<file path="src/rtl/pulse_chan_pkg.sv">
`timescale 1ns/1ps
package pulse_chan_pkg;
    typedef enum logic [1:0] {
        PM_FIXED   = 2'd0,
        PM_ONESHOT = 2'd1,
        PM_DUAL    = 2'd2,
        PM_RSVD    = 2'd3
    } pm_mode_e;
endpackage

</file>
<file path="src/rtl/pc_trig_sync.sv">
`timescale 1ns/1ps
// Synchroniser for the asynchronous trigger pin, with rising-edge detect.
module pc_trig_sync #(
    parameter int SYNC_N = 2
) (
    input  logic clk,
    input  logic rst_n,
    input  logic pin,
    output logic level,
    output logic rise
);
    typedef struct packed {
        logic [SYNC_N:0] stg;
    } sync_t;

    sync_t st_d, st_q;

    always_comb begin
        st_d     = st_q;
        st_d.stg = {st_q.stg[SYNC_N-1:0], pin};
    end

    always_ff @(posedge clk or negedge rst_n) begin
        if (!rst_n) st_q <= '0;
        else        st_q <= st_d;
    end

    assign level = st_q.stg[SYNC_N-1];
    assign rise  = st_q.stg[SYNC_N-1] & ~st_q.stg[SYNC_N];
endmodule

</file>
<file path="src/rtl/pc_prescaler.sv">
`timescale 1ns/1ps
// Divide-by-(limit+1) tick generator with restart and hold.
module pc_prescaler #(
    parameter int PRE_W = 16
) (
    input  logic             clk,
    input  logic             rst_n,
    input  logic             clr,
    input  logic             hold,
    input  logic [PRE_W-1:0] limit,
    output logic             tick
);
    typedef struct packed {
        logic [PRE_W-1:0] cnt;
    } pre_t;

    pre_t st_d, st_q;

    always_comb begin
        st_d = st_q;
        if (clr)       st_d.cnt = '0;
        else if (hold) st_d.cnt = st_q.cnt;
        else if (tick) st_d.cnt = '0;
        else           st_d.cnt = st_q.cnt + 1'b1;
    end

    always_ff @(posedge clk or negedge rst_n) begin
        if (!rst_n) st_q <= '0;
        else        st_q <= st_d;
    end

    assign tick = (st_q.cnt == limit);
endmodule

</file>
<file path="src/rtl/pc_shaper.sv">
`timescale 1ns/1ps
// Phase counter, shadow settings and run control for one channel.
module pc_shaper
    import pulse_chan_pkg::*;
#(
    parameter int PRE_W    = 16,
    parameter int CNT_W    = 16,
    parameter int NARROW_W = 8
) (
    input  logic             clk,
    input  logic             rst_n,
    input  logic             chan_en,
    input  logic [1:0]       mode_sel,
    input  logic             wide_res,
    input  logic             ext_trig_en,
    input  logic             act_high,
    input  logic [PRE_W-1:0] div_val,
    input  logic [CNT_W-1:0] hi_val,
    input  logic [CNT_W-1:0] lo_val,
    input  logic             trig_lvl,
    input  logic             trig_rise,
    input  logic             pre_tick,
    output logic             pre_clr,
    output logic             pre_hold,
    output logic [PRE_W-1:0] pre_lim,
    output logic             run,
    output logic             active,
    output logic             pol
);
    localparam int SUM_W = CNT_W + 1;
    localparam logic [SUM_W-1:0] WIDE_LAST   = SUM_W'((64'd1 << CNT_W) - 64'd2);
    localparam logic [SUM_W-1:0] NARROW_LAST = SUM_W'((64'd1 << NARROW_W) - 64'd2);

    typedef struct packed {
        logic             run;
        logic             busy;
        logic [SUM_W-1:0] cnt;
        logic [PRE_W-1:0] lim;
        logic [CNT_W-1:0] hi;
        logic [CNT_W-1:0] lo;
        pm_mode_e         mode;
        logic             ext;
        logic             pol;
        logic             wide;
    } shp_t;

    shp_t st_d, st_q;

    function automatic logic [CNT_W-1:0] fit_hi(input logic [CNT_W-1:0] v, input logic narrow);
        return narrow ? {{(CNT_W-NARROW_W){1'b0}}, v[NARROW_W-1:0]} : v;
    endfunction

    logic             start_ok;
    logic             frozen;
    logic [SUM_W-1:0] span;
    logic [SUM_W-1:0] hi_ext;
    logic [SUM_W-1:0] last_fixed;
    logic [CNT_W-1:0] hi_new;
    logic [CNT_W-1:0] hi_start;

    always_comb begin
        hi_ext     = {1'b0, st_q.hi};
        span       = {1'b0, st_q.hi} + {1'b0, st_q.lo};
        last_fixed = st_q.wide ? WIDE_LAST : NARROW_LAST;
        hi_new     = fit_hi(hi_val, (st_q.mode == PM_FIXED) && !st_q.wide);
        hi_start   = fit_hi(hi_val, (pm_mode_e'(mode_sel) == PM_FIXED) && !wide_res);
        frozen     = st_q.ext && (st_q.mode != PM_ONESHOT) && !trig_lvl;

        if (!ext_trig_en)                          start_ok = 1'b1;
        else if (pm_mode_e'(mode_sel) == PM_ONESHOT) start_ok = trig_rise;
        else                                       start_ok = trig_lvl;
    end

    always_comb begin
        st_d     = st_q;
        pre_clr  = 1'b0;
        pre_hold = 1'b0;
        if (!chan_en) begin
            st_d    = shp_t'('0);
            pre_clr = 1'b1;
        end else if (!st_q.run) begin
            pre_clr = 1'b1;
            if (start_ok) begin
                st_d.run  = 1'b1;
                st_d.mode = pm_mode_e'(mode_sel);
                st_d.ext  = ext_trig_en;
                st_d.pol  = act_high;
                st_d.wide = wide_res;
                st_d.lim  = div_val;
                st_d.hi   = hi_start;
                st_d.lo   = lo_val;
                st_d.cnt  = '0;
                st_d.busy = (hi_start != '0);
            end
        end else if (frozen) begin
            pre_hold = 1'b1;
        end else begin
            case (st_q.mode)
                PM_FIXED: begin
                    if (pre_tick) begin
                        if (st_q.cnt >= last_fixed) begin
                            st_d.cnt = '0;
                            st_d.lim = div_val;
                            st_d.hi  = hi_new;
                            st_d.lo  = lo_val;
                        end else begin
                            st_d.cnt = st_q.cnt + 1'b1;
                        end
                    end
                end
                PM_DUAL: begin
                    if (pre_tick && span != '0) begin
                        if (st_q.cnt >= span - 1'b1) begin
                            st_d.cnt = '0;
                            st_d.lim = div_val;
                            st_d.hi  = hi_new;
                            st_d.lo  = lo_val;
                        end else begin
                            st_d.cnt = st_q.cnt + 1'b1;
                        end
                    end
                end
                PM_ONESHOT: begin
                    if (st_q.ext ? trig_rise : pre_tick) begin
                        st_d.cnt  = '0;
                        st_d.lim  = div_val;
                        st_d.hi   = hi_new;
                        st_d.lo   = lo_val;
                        st_d.busy = (hi_new != '0);
                        pre_clr   = st_q.ext;
                    end else if (st_q.busy && (!st_q.ext || pre_tick)) begin
                        if (st_q.cnt == hi_ext - 1'b1) begin
                            st_d.busy = 1'b0;
                            st_d.cnt  = '0;
                        end else begin
                            st_d.cnt = st_q.cnt + 1'b1;
                        end
                    end
                end
                default: begin
                    st_d.cnt = st_q.cnt;
                end
            endcase
        end
    end

    always_ff @(posedge clk or negedge rst_n) begin
        if (!rst_n) st_q <= shp_t'('0);
        else        st_q <= st_d;
    end

    always_comb begin
        case (st_q.mode)
            PM_FIXED, PM_DUAL: active = (st_q.cnt < hi_ext);
            PM_ONESHOT:        active = st_q.busy;
            default:           active = 1'b0;
        endcase
    end

    assign run     = st_q.run;
    assign pol     = st_q.pol;
    assign pre_lim = st_q.lim;
endmodule

</file>
<file path="src/rtl/pulse_chan.sv">
`timescale 1ns/1ps
// One multi-mode pulse-width output channel with tri-state enable.
module pulse_chan #(
    parameter int PRE_W    = 16,
    parameter int CNT_W    = 16,
    parameter int NARROW_W = 8,
    parameter int SYNC_N   = 2
) (
    input  logic             clk,
    input  logic             rst_n,
    input  logic             chan_en,
    input  logic [1:0]       mode_sel,
    input  logic             wide_res,
    input  logic             ext_trig_en,
    input  logic             act_high,
    input  logic [PRE_W-1:0] div_val,
    input  logic [CNT_W-1:0] hi_val,
    input  logic [CNT_W-1:0] lo_val,
    input  logic             trig_in,
    output logic             pwm_out,
    output logic             pwm_oe
);
    logic             trig_lvl;
    logic             trig_rise;
    logic             pre_tick;
    logic             pre_clr;
    logic             pre_hold;
    logic [PRE_W-1:0] pre_lim;
    logic             sh_run;
    logic             sh_active;
    logic             sh_pol;

    pc_trig_sync #(.SYNC_N(SYNC_N)) u_sync (
        .clk   (clk),
        .rst_n (rst_n),
        .pin   (trig_in),
        .level (trig_lvl),
        .rise  (trig_rise)
    );

    pc_prescaler #(.PRE_W(PRE_W)) u_pre (
        .clk   (clk),
        .rst_n (rst_n),
        .clr   (pre_clr),
        .hold  (pre_hold),
        .limit (pre_lim),
        .tick  (pre_tick)
    );

    pc_shaper #(.PRE_W(PRE_W), .CNT_W(CNT_W), .NARROW_W(NARROW_W)) u_shp (
        .clk         (clk),
        .rst_n       (rst_n),
        .chan_en     (chan_en),
        .mode_sel    (mode_sel),
        .wide_res    (wide_res),
        .ext_trig_en (ext_trig_en),
        .act_high    (act_high),
        .div_val     (div_val),
        .hi_val      (hi_val),
        .lo_val      (lo_val),
        .trig_lvl    (trig_lvl),
        .trig_rise   (trig_rise),
        .pre_tick    (pre_tick),
        .pre_clr     (pre_clr),
        .pre_hold    (pre_hold),
        .pre_lim     (pre_lim),
        .run         (sh_run),
        .active      (sh_active),
        .pol         (sh_pol)
    );

    assign pwm_oe  = sh_run;
    assign pwm_out = sh_run & ~(sh_active ^ sh_pol);
endmodule

</file>
<file path="config.mk">
export PLATFORM = sky130hd
export DESIGN_NAME = pulse_chan
export DESIGN_NICKNAME = d
export VERILOG_FILES = /design/src/rtl/pulse_chan_pkg.sv /design/src/rtl/pc_trig_sync.sv /design/src/rtl/pc_prescaler.sv /design/src/rtl/pc_shaper.sv /design/src/rtl/pulse_chan.sv
export SDC_FILE = /design/constraint.sdc
export NUM_CORES = 1
export LEC_CHECK = 0
export BUFFER_PORTS_ARGS = -buffer_cell sky130_fd_sc_hd__buf_2
export CAP_MARGIN = 20
export CELL_PAD_IN_SITES_DETAIL_PLACEMENT = 1
export CELL_PAD_IN_SITES_GLOBAL_PLACEMENT = 1
export CORE_MARGIN = 2
export CORE_UTILIZATION = 46
export DETAILED_ROUTE_END_ITERATION = 10
export PLACE_DENSITY_LB_ADDON = 0.25
export SYNTH_ARGS = -nofsm -noshare
export SYNTH_HDL_FRONTEND = slang
export SYNTH_SLANG_ARGS = --single-unit
export TNS_END_PERCENT = 1
</file>
<file path="constraint.sdc">
create_clock -name clk -period 6.2 [get_ports clk]
set_clock_uncertainty 0.05 [all_clocks]
set_input_delay 0.93 -clock clk [delete_from_list [all_inputs] [get_ports clk]]
set_output_delay 0.93 -clock clk [all_outputs]
set_load 0.02 [all_outputs]
</file>
==> results.py, run 1 <==
metrics = {
    "status": {
        "status": "complete, no violations",
    },
    "layout": {
        "layout.nets": 1066,
        "fin_util_pct": 51.6,
        "areaGrowthSynthToFinish_pct": 10.1,
        "n_antenna_cell": 0,
        "layout-drive-gt1-share_pct": 11.9,
        "layoutNonFillerInstCount": 1162,
        "fill_cells": 1995,
    },
    "die": {
        "die_h_um": 131,
        "core_area_mm2": 0.0158,
        "pin_count": 59,
        "die-area_mm2": 0.0171,
        "num_rows": 46,
        "start_util_pct": 46.8,
        "die-width_um": 131,
    },
    "clock_network": {
        "clk_pin_slew_ns": 0.07,
        "clk_path_buf_depth": 2,
        "clk_latency_ns": 0.36,
        "cts-htree-levels": 3,
        "root_buffer": "clkbuf_16",
        "cts.sink_count": 91,
        "numCtsBuffers": 9,
        "tritoncts": "built",
    },
    "min_path": {
        "hold_class": "flip-flop to flip-flop",
    },
    "critical_path": {
        "rr_worst_depth": 21,
        "reg2reg_slack_ns": 0.36,
        "r2r-end": "u_shp.st_q[67]$_DFFE_PN0P_",
        "crit_required_ns": 6.39,
        "critPathCapture": "u_shp.st_q[67]$_DFFE_PN0P_",
        "path_class": "flip-flop to flip-flop",
        "start_kind": "flip-flop",
        "rr_startpoint": "u_shp.hi_ext[0]$_DFFE_PN0P_",
        "end_kind": "flip-flop",
        "cp_data_arrival_time_ns": 6.03,
        "setup.worst_path.start": "u_shp.hi_ext[0]$_DFFE_PN0P_",
        "cp_max_fo": 7,
    },
    "global_routing": {
        "grt_max_degree": 97,
        "grt_pass1_vias": 6927,
        "grtUsageTotal_pct": 27.0,
        "antenna_found_initial": 0,
        "grt_remaining_overflow": 0,
        "grt_pass1_wl_mm": 35.7,
    },
    "drt": {
        "drt-pass1-iter-count": 5,
        "wl_per_cell_um": 19.2,
        "totalWireLength_mm": 22.3,
        "routed_via_density": 5.92,
        "drt_iter0_markers": 329,
        "via_count": 6880,
        "drc": 0,
        "antenna_left": 0,
    },
    "pwr": {
        "pwr_density_cell_mw_per_mm2": 233,
        "power.leakage_nw": 3.67,
        "ir_worst_vdd_mv": 0.130,
    },
    "synth": {
        "synth_cells": 905,
        "ys.flop_type": "dfrtp_1",
        "synth_fp_nets": 1030,
        "syn_area_per_cell_um2": 8.16,
        "yosysUniqueCellTypes": 77,
        "synth-seq-cells": 91,
        "synth_area_mm2": 0.00739,
        "yosys_warnings": 0,
        "synth_enable_flop_cells": 0,
        "yosysSeqAreaShare_pct": 30.8,
        "async_flop_share_pct": 100,
    },
    "sta": {
        "slew_violations": 0,
        "min_period_ns": 5.84,
        "slew_headroom_pct": 32.1,
        "finalSetupViolCount": 0,
        "max_slew.worst_pin.slew_ns": 1.01,
        "max_freq_mhz": 171,
        "rsz0062_at_grt": "no",
        "final_hold_viol_count": 0,
        "tns_ns": 0,
        "period_share_pct": 94.2,
    },
    "place": {
        "place.gp.congestion": 0.909,
        "portBuffers": 58,
        "place.detailed.hpwl_mm": 16.7,
        "dp.cells": 1145,
    },
    "job": {
        "maxCapViolCount": 0,
    },
}
==> stage by stage <==
step	hold slack (ns)	instance area (um2)	setup WS [ns]	total power (W)
3_5_place_dp	0.289	7830	0.495	0.00135
6_report	0.305	8140	0.361	0.00189
2_1_floorplan	0.281	7390	1.01	0.00115
5_1_grt	0.318	8140	0.0539	0.00200
4_1_cts	0.306	8120	0.440	0.00190
3_3_place_gp	0.287	7830	0.675	0.00133
==> cell usage after synthesis, types with 21 or more instances <==
cell type  instances  area (um2)
nand4_1           21         131
o21ai_0           78         390
xnor2_1           43         377
clkbuf_1          24        90.1
nor2_1            53         199
ha_1              67         838
nand2_1          154         578
dfrtp_1           91        2280
inv_1             42         158
a21oi_1           37         185
xor2_1            23         201
nand3_1           32         160
==> final cells by class <==
type	count	area, um2	share of cell area [%]
Multi-Input combinational cell	731	4770	58.6
Clock buffer	9	225	2.77
Clock inverter	7	57.6	0.707
Sequential cell	91	2280	28.0
Inverter	42	158	1.94
Timing Repair Buffer	66	378	4.64
Tap cell	216	270	3.32
==> worst min path at each step <==
stage / end / slack [ns] / cells after the start / from
finish: u_sync.st_q[1]$_DFF_PN0_ / 0.30 / 0 / u_sync.st_q[0]$_DFF_PN0_
global route: u_sync.st_q[1]$_DFF_PN0_ / 0.32 / 0 / u_sync.st_q[0]$_DFF_PN0_
CTS: u_sync.st_q[1]$_DFF_PN0_ / 0.31 / 0 / u_sync.st_q[0]$_DFF_PN0_
detailed placement: u_sync.st_q[1]$_DFF_PN0_ / 0.29 / 0 / u_sync.st_q[0]$_DFF_PN0_
global placement: u_sync.st_q[1]$_DFF_PN0_ / 0.29 / 0 / u_sync.st_q[0]$_DFF_PN0_
floorplan: u_sync.st_q[1]$_DFF_PN0_ / 0.28 / 0 / u_sync.st_q[0]$_DFF_PN0_
==> per-layer routing <==
layer	vias to the layer above	wire length, um	GRT usage (%)
met5	-	0	0
met4	0	551	9.01
met3	38	791	3.99
met2	148	10900	46.1
met1	3373	10000	35.2
li1	3321	-	-
==> power by group <==
group          internal [W]  leakage, nW  switching, W
logic              0.000255         2.31      0.000400
registers          0.000634         1.22     0.0000565
clock network      0.000278        0.134      0.000271
==> kinds of logic (layout without fill, tap and decap cells) <==
kind of cell / after synthesis / in the layout / synth area share (%)
mux: 5 / 5 / 0.728
simple gates: 371 / 371 / 24.6
xor+xnor: 66 / 66 / 7.83
flops: 91 / 91 / 30.8
compound gates: 221 / 221 / 19.6
fa+ha+maj: 68 / 68 / 11.6
buf+inv: 83 / 124 / 4.76
==> worst max-delay path, stage by stage (launching register included) <==
cell and delay, ns:
dfrtp_1 0.46, ha_1 0.23, inv_1 0.06, fa_1 0.46, nand3b_1 0.20, nand2_1 0.09, xor2_1 0.10, or3b_2 0.53
or3_1 0.38, or2_2 0.33, nor4_1 0.36, xor2_1 0.20, ha_1 0.28, a211oi_1 0.24, nor3b_1 0.08, a2111oi_0 0.31
o21ai_0 0.15, a21oi_1 0.31, a311oi_4 0.11, nor2_2 0.20, nand2b_1 0.21, o311ai_0 0.36
==> layout by cell type, fill, tap and decap left out, types with 21 or more instances in the layout <==
cell type,count
dfrtp_1,91
nand4_1,21
buf_2,57
nor2_1,53
nand2_1,154
a21oi_1,36
o21ai_0,78
ha_1,67
xnor2_1,43
nand3_1,32
xor2_1,23
inv_1,42
==> repair_timing <==
item,in CTS,in global routing
setup buffers,0,0
hold endpoints to repair,0,0
resized for setup,0,1
setup endpoints to repair,0,1
hold buffers,0,0
==> flip-flops by register name, indices dropped and copies added (netlist names) <==
register,cells
u_shp.pre_lim,16
u_shp.pol,1
u_sync.st_q,3
u_shp.run,1
u_pre.st_q,16
u_shp.st_q,38
u_shp.hi_ext,16
Power figures use the tool's default switching activity.
==> inputs of run 2 (changes only) <==
--- a/config.mk
+++ b/config.mk
@@ -10,10 +10,12 @@
 export CELL_PAD_IN_SITES_DETAIL_PLACEMENT = 1
 export CELL_PAD_IN_SITES_GLOBAL_PLACEMENT = 1
 export CORE_MARGIN = 2
-export CORE_UTILIZATION = 46
+export CORE_UTILIZATION = 47
 export DETAILED_ROUTE_END_ITERATION = 10
+export MAX_ROUTING_LAYER = met4
 export PLACE_DENSITY_LB_ADDON = 0.25
 export SYNTH_ARGS = -nofsm -noshare
 export SYNTH_HDL_FRONTEND = slang
+export SYNTH_HIERARCHICAL = 1
 export SYNTH_SLANG_ARGS = --single-unit
 export TNS_END_PERCENT = 1
==> constraint.sdc (replaced) <==
create_clock -name clk -period 5.9 [get_ports clk]
set_clock_uncertainty 0.05 [all_clocks]
set_input_delay 0.885 -clock clk [delete_from_list [all_inputs] [get_ports clk]]
set_output_delay 0.885 -clock clk [all_outputs]
set_load 0.02 [all_outputs]
==> results.py, run 2 <==
metrics = {
    "sta": {
        "tns_ns": 0,
        "min_period_ns": 5.59,
        "hold_slack_ns": 0.302,
        "finalSetupViolCount": 0,
        "slew_violations": 0,
        "final_hold_viol_count": 0,
        "slew_headroom_pct": 41.5,
        "rsz0062_at_grt": "no",
        "max_slew.worst_pin.slew_ns": 0.870,
        "period_share_pct": 94.7,
        "max_freq_mhz": 179,
    },
    "critical_path": {
        "rr_startpoint": "u_shp/hi_ext[0]$_DFFE_PN0P_",
        "crit_chain": "ha_1, inv_1, fa_1, nand2b_2, a211o_1, a21oi_1, nor2_1, xnor2_1, or3_4, or3_1, nor3_1, xnor2_1, ha_1, and3_1, a22oi_1, nand3b_1, a31oi_1, o31a_1, o21ai_2, o311ai_4, buf_12, nand2_1, o21ai_0",
        "end_kind": "flip-flop",
        "cpLargestDelayFamily": "simple AND/OR/NAND/NOR gates",
        "cp_data_arrival_time_ns": 5.80,
        "setup.worst_path.start": "u_shp/hi_ext[0]$_DFFE_PN0P_",
        "critPathMaxStageDelay_ns": 0.45,
        "critPathBufInv": 2,
        "path_class": "flip-flop to flip-flop",
        "crit_required_ns": 6.12,
        "cp_max_fo": 32,
        "slowest_stage": "dfrtp_1",
        "start_kind": "flip-flop",
    },
    "synth": {
        "synth_enable_flop_cells": 0,
        "async_flop_share_pct": 100,
        "yosysUniqueCellTypes": 82,
        "synth_fp_nets": 1041,
        "synth.most_common_cell": "nand2_1",
        "ys.flop_type": "dfrtp_1",
        "ys_top_cells_by_area": "dfrtp_1, ha_1, nand2_1",
        "yosys_warnings": 6,
        "synth_cells": 916,
        "synth-seq-cells": 91,
        "syn_area_per_cell_um2": 8.30,
        "yosysSeqAreaShare_pct": 29.9,
        "synth_area_mm2": 0.00760,
        "synth_commonest_cells": "nand2_1, dfrtp_1, ha_1",
        "yosysTopAreaCell": "dfrtp_1",
        "synth_top_area_share_pct": 29.9,
    },
    "drt": {
        "drt-pass1-iter-count": 5,
        "wl_per_cell_um": 19.1,
        "drc": 0,
        "drt_iter0_markers": 354,
        "via_count": 6918,
        "antenna_left": 0,
        "routed_via_density": 5.95,
        "totalWireLength_mm": 22.2,
    },
    "global_routing": {
        "grt_remaining_overflow": 0,
        "grt_pass1_vias": 6872,
        "grt_pass1_wl_mm": 35.6,
        "antenna_found_initial": 0,
        "grtUsageTotal_pct": 26.1,
        "grt_max_degree": 67,
    },
    "place": {
        "portBuffers": 58,
        "place.gp.congestion": 0.862,
        "place.detailed.hpwl_mm": 16.3,
    },
    "layout": {
        "areaGrowthSynthToFinish_pct": 9.63,
        "layout.nets": 1066,
        "largest_reg_flops": 38,
        "layout-drive-gt1-share_pct": 12.5,
        "n_antenna_cell": 0,
        "layout_common_cells": "nand2_1, dfrtp_1, ha_1",
        "top_register": "u_shp/st_q",
        "final_common_cell": "nand2_1",
        "fill_cells": 1939,
    },
    "clock_network": {
        "holdBufCountCts": 0,
        "clk_pin_slew_ns": 0.07,
        "cts.sink_count": 91,
        "numCtsBuffers": 9,
        "post_cts_buffers": 0,
        "root_buffer": "clkbuf_16",
        "tritoncts": "built",
        "cts-htree-levels": 3,
        "clk_path_buf_depth": 2,
        "clk_latency_ns": 0.36,
    },
    "job": {
        "maxCapViolCount": 0,
    },
    "pwr": {
        "ir_worst_vdd_mv": 0.140,
        "power.total_w": 0.00211,
        "power.leakage_nw": 3.92,
        "pwr_density_cell_mw_per_mm2": 253,
    },
    "die": {
        "die_h_um": 131,
        "pin_count": 59,
        "num_rows": 46,
        "die-width_um": 131,
        "start_util_pct": 48.0,
        "die-area_mm2": 0.0172,
        "core_area_mm2": 0.0158,
    },
    "min_path": {
        "hold_class": "flip-flop to flip-flop",
        "min-delay-start": "u_sync/st_q[0]$_DFF_PN0_",
    },
    "status": {
        "status": "complete, no violations",
    },
}
-- run 2: cell count changes in the layout (fill, tap and decap cells not counted), moves of 7 or more --
cell | before | now
a21o_1 | 20 | 10
a22o_1 | 8 | 21
inv_1 | 42 | 32
mux2i_1 | 2 | 9
nand3_1 | 32 | 19
nand4_1 | 21 | 14
nor2b_1 | 6 | 23
o211ai_1 | 12 | 3
o21ai_0 | 78 | 41
o21ai_1 | 1 | 42
xnor2_1 | 43 | 33
-- run 2: worst reg2reg max path, stage by stage, from the launching register on --
cell	delay, ns
dfrtp_1	0.45
ha_1	0.24
inv_1	0.07
fa_1	0.39
nand2b_2	0.24
a211o_1	0.35
a21oi_1	0.24
nor2_1	0.08
xnor2_1	0.17
or3_4	0.42
or3_1	0.45
nor3_1	0.24
xnor2_1	0.15
ha_1	0.24
and3_1	0.21
a22oi_1	0.16
nand3b_1	0.10
a31oi_1	0.16
o31a_1	0.25
o21ai_2	0.15
o311ai_4	0.24
buf_12	0.27
nand2_1	0.09
o21ai_0	0.11
-- run 2: layout make-up --
cell class / instances / area [um2] / share of cell area, %
clock buffers: 10 / 239 / 2.87
clock inverters: 6 / 81.3 / 0.976
inverters: 33 / 124 / 1.49
multi-input cells: 737 / 4930 / 59.2
flip-flops and latches: 91 / 2280 / 27.3
well taps: 216 / 270 / 3.24
repair buffers: 69 / 413 / 4.95
-- run 2: layer usage --
| layer | global-route usage (%) | up-vias | routed length, um |
|---|---|---|---|
| met1 | 35.9 | 3420 | 10600 |
| met2 | 40.3 | 140 | 10100 |
| met3 | 2.97 | 28 | 872 |
| met5 | - | - | 0 |
| li1 | - | 3330 | - |
| met4 | 9.06 | 0 | 513 |
-- run 2: kinds of logic after synthesis --
family / after synthesis / share of synthesized area (%)
and+or+nand+nor: 369 / 24.3
AOI/OAI and AO/OA: 228 / 20.3
DFF: 91 / 29.9
buffers and inverters: 89 / 5.78
adders and majority gates: 68 / 11.3
xor gates and xnor gates: 60 / 6.91
muxes: 11 / 1.48
-- run 2: stage by stage --
stage	util, %	worst slack (ns)	instance area (um2)	instances
after global routing	52.7	0.00196	8340	1162
after global placement	50.2	0.434	7940	1143
after CTS	52.2	0.0983	8260	1159
after detailed placement	50.2	0.135	7940	1143
after floorplan	-	0.836	7600	916
final	52.7	0.314	8340	1162
-- run 2: worst paths after layout --
kind | endpoint | slack, ns | depth (start not counted)
min in group asynchronous | u_shp/st_q[55]$_DFFE_PN0P_ | 0.38 | 1
worst min-delay path | u_sync/st_q[1]$_DFF_PN0_ | 0.30 | 0
worst max-delay path | u_shp/pre_lim[13]$_DFFE_PN0P_ | 0.31 | 23
max in group asynchronous | u_pre/st_q[8]$_DFFE_PN0P_ | 4.24 | 2
worst max register to register | u_shp/pre_lim[13]$_DFFE_PN0P_ | 0.31 | 23
worst min register to register | u_sync/st_q[1]$_DFF_PN0_ | 0.30 | 0
-- run 2: timing repair --
item,CTS,global route
setup endpoints to repair,0,43
gates resized for setup,0,6
endpoints found under the hold margin,0,0
-- run 2: power breakdown --
group,total (W),internal (W),switching [W]
Sequential,0.000732,0.000669,0.0000632
Clock,0.000627,0.000348,0.000279
Combinational,0.000751,0.000299,0.000452
Total,0.00211,0.00132,0.000794
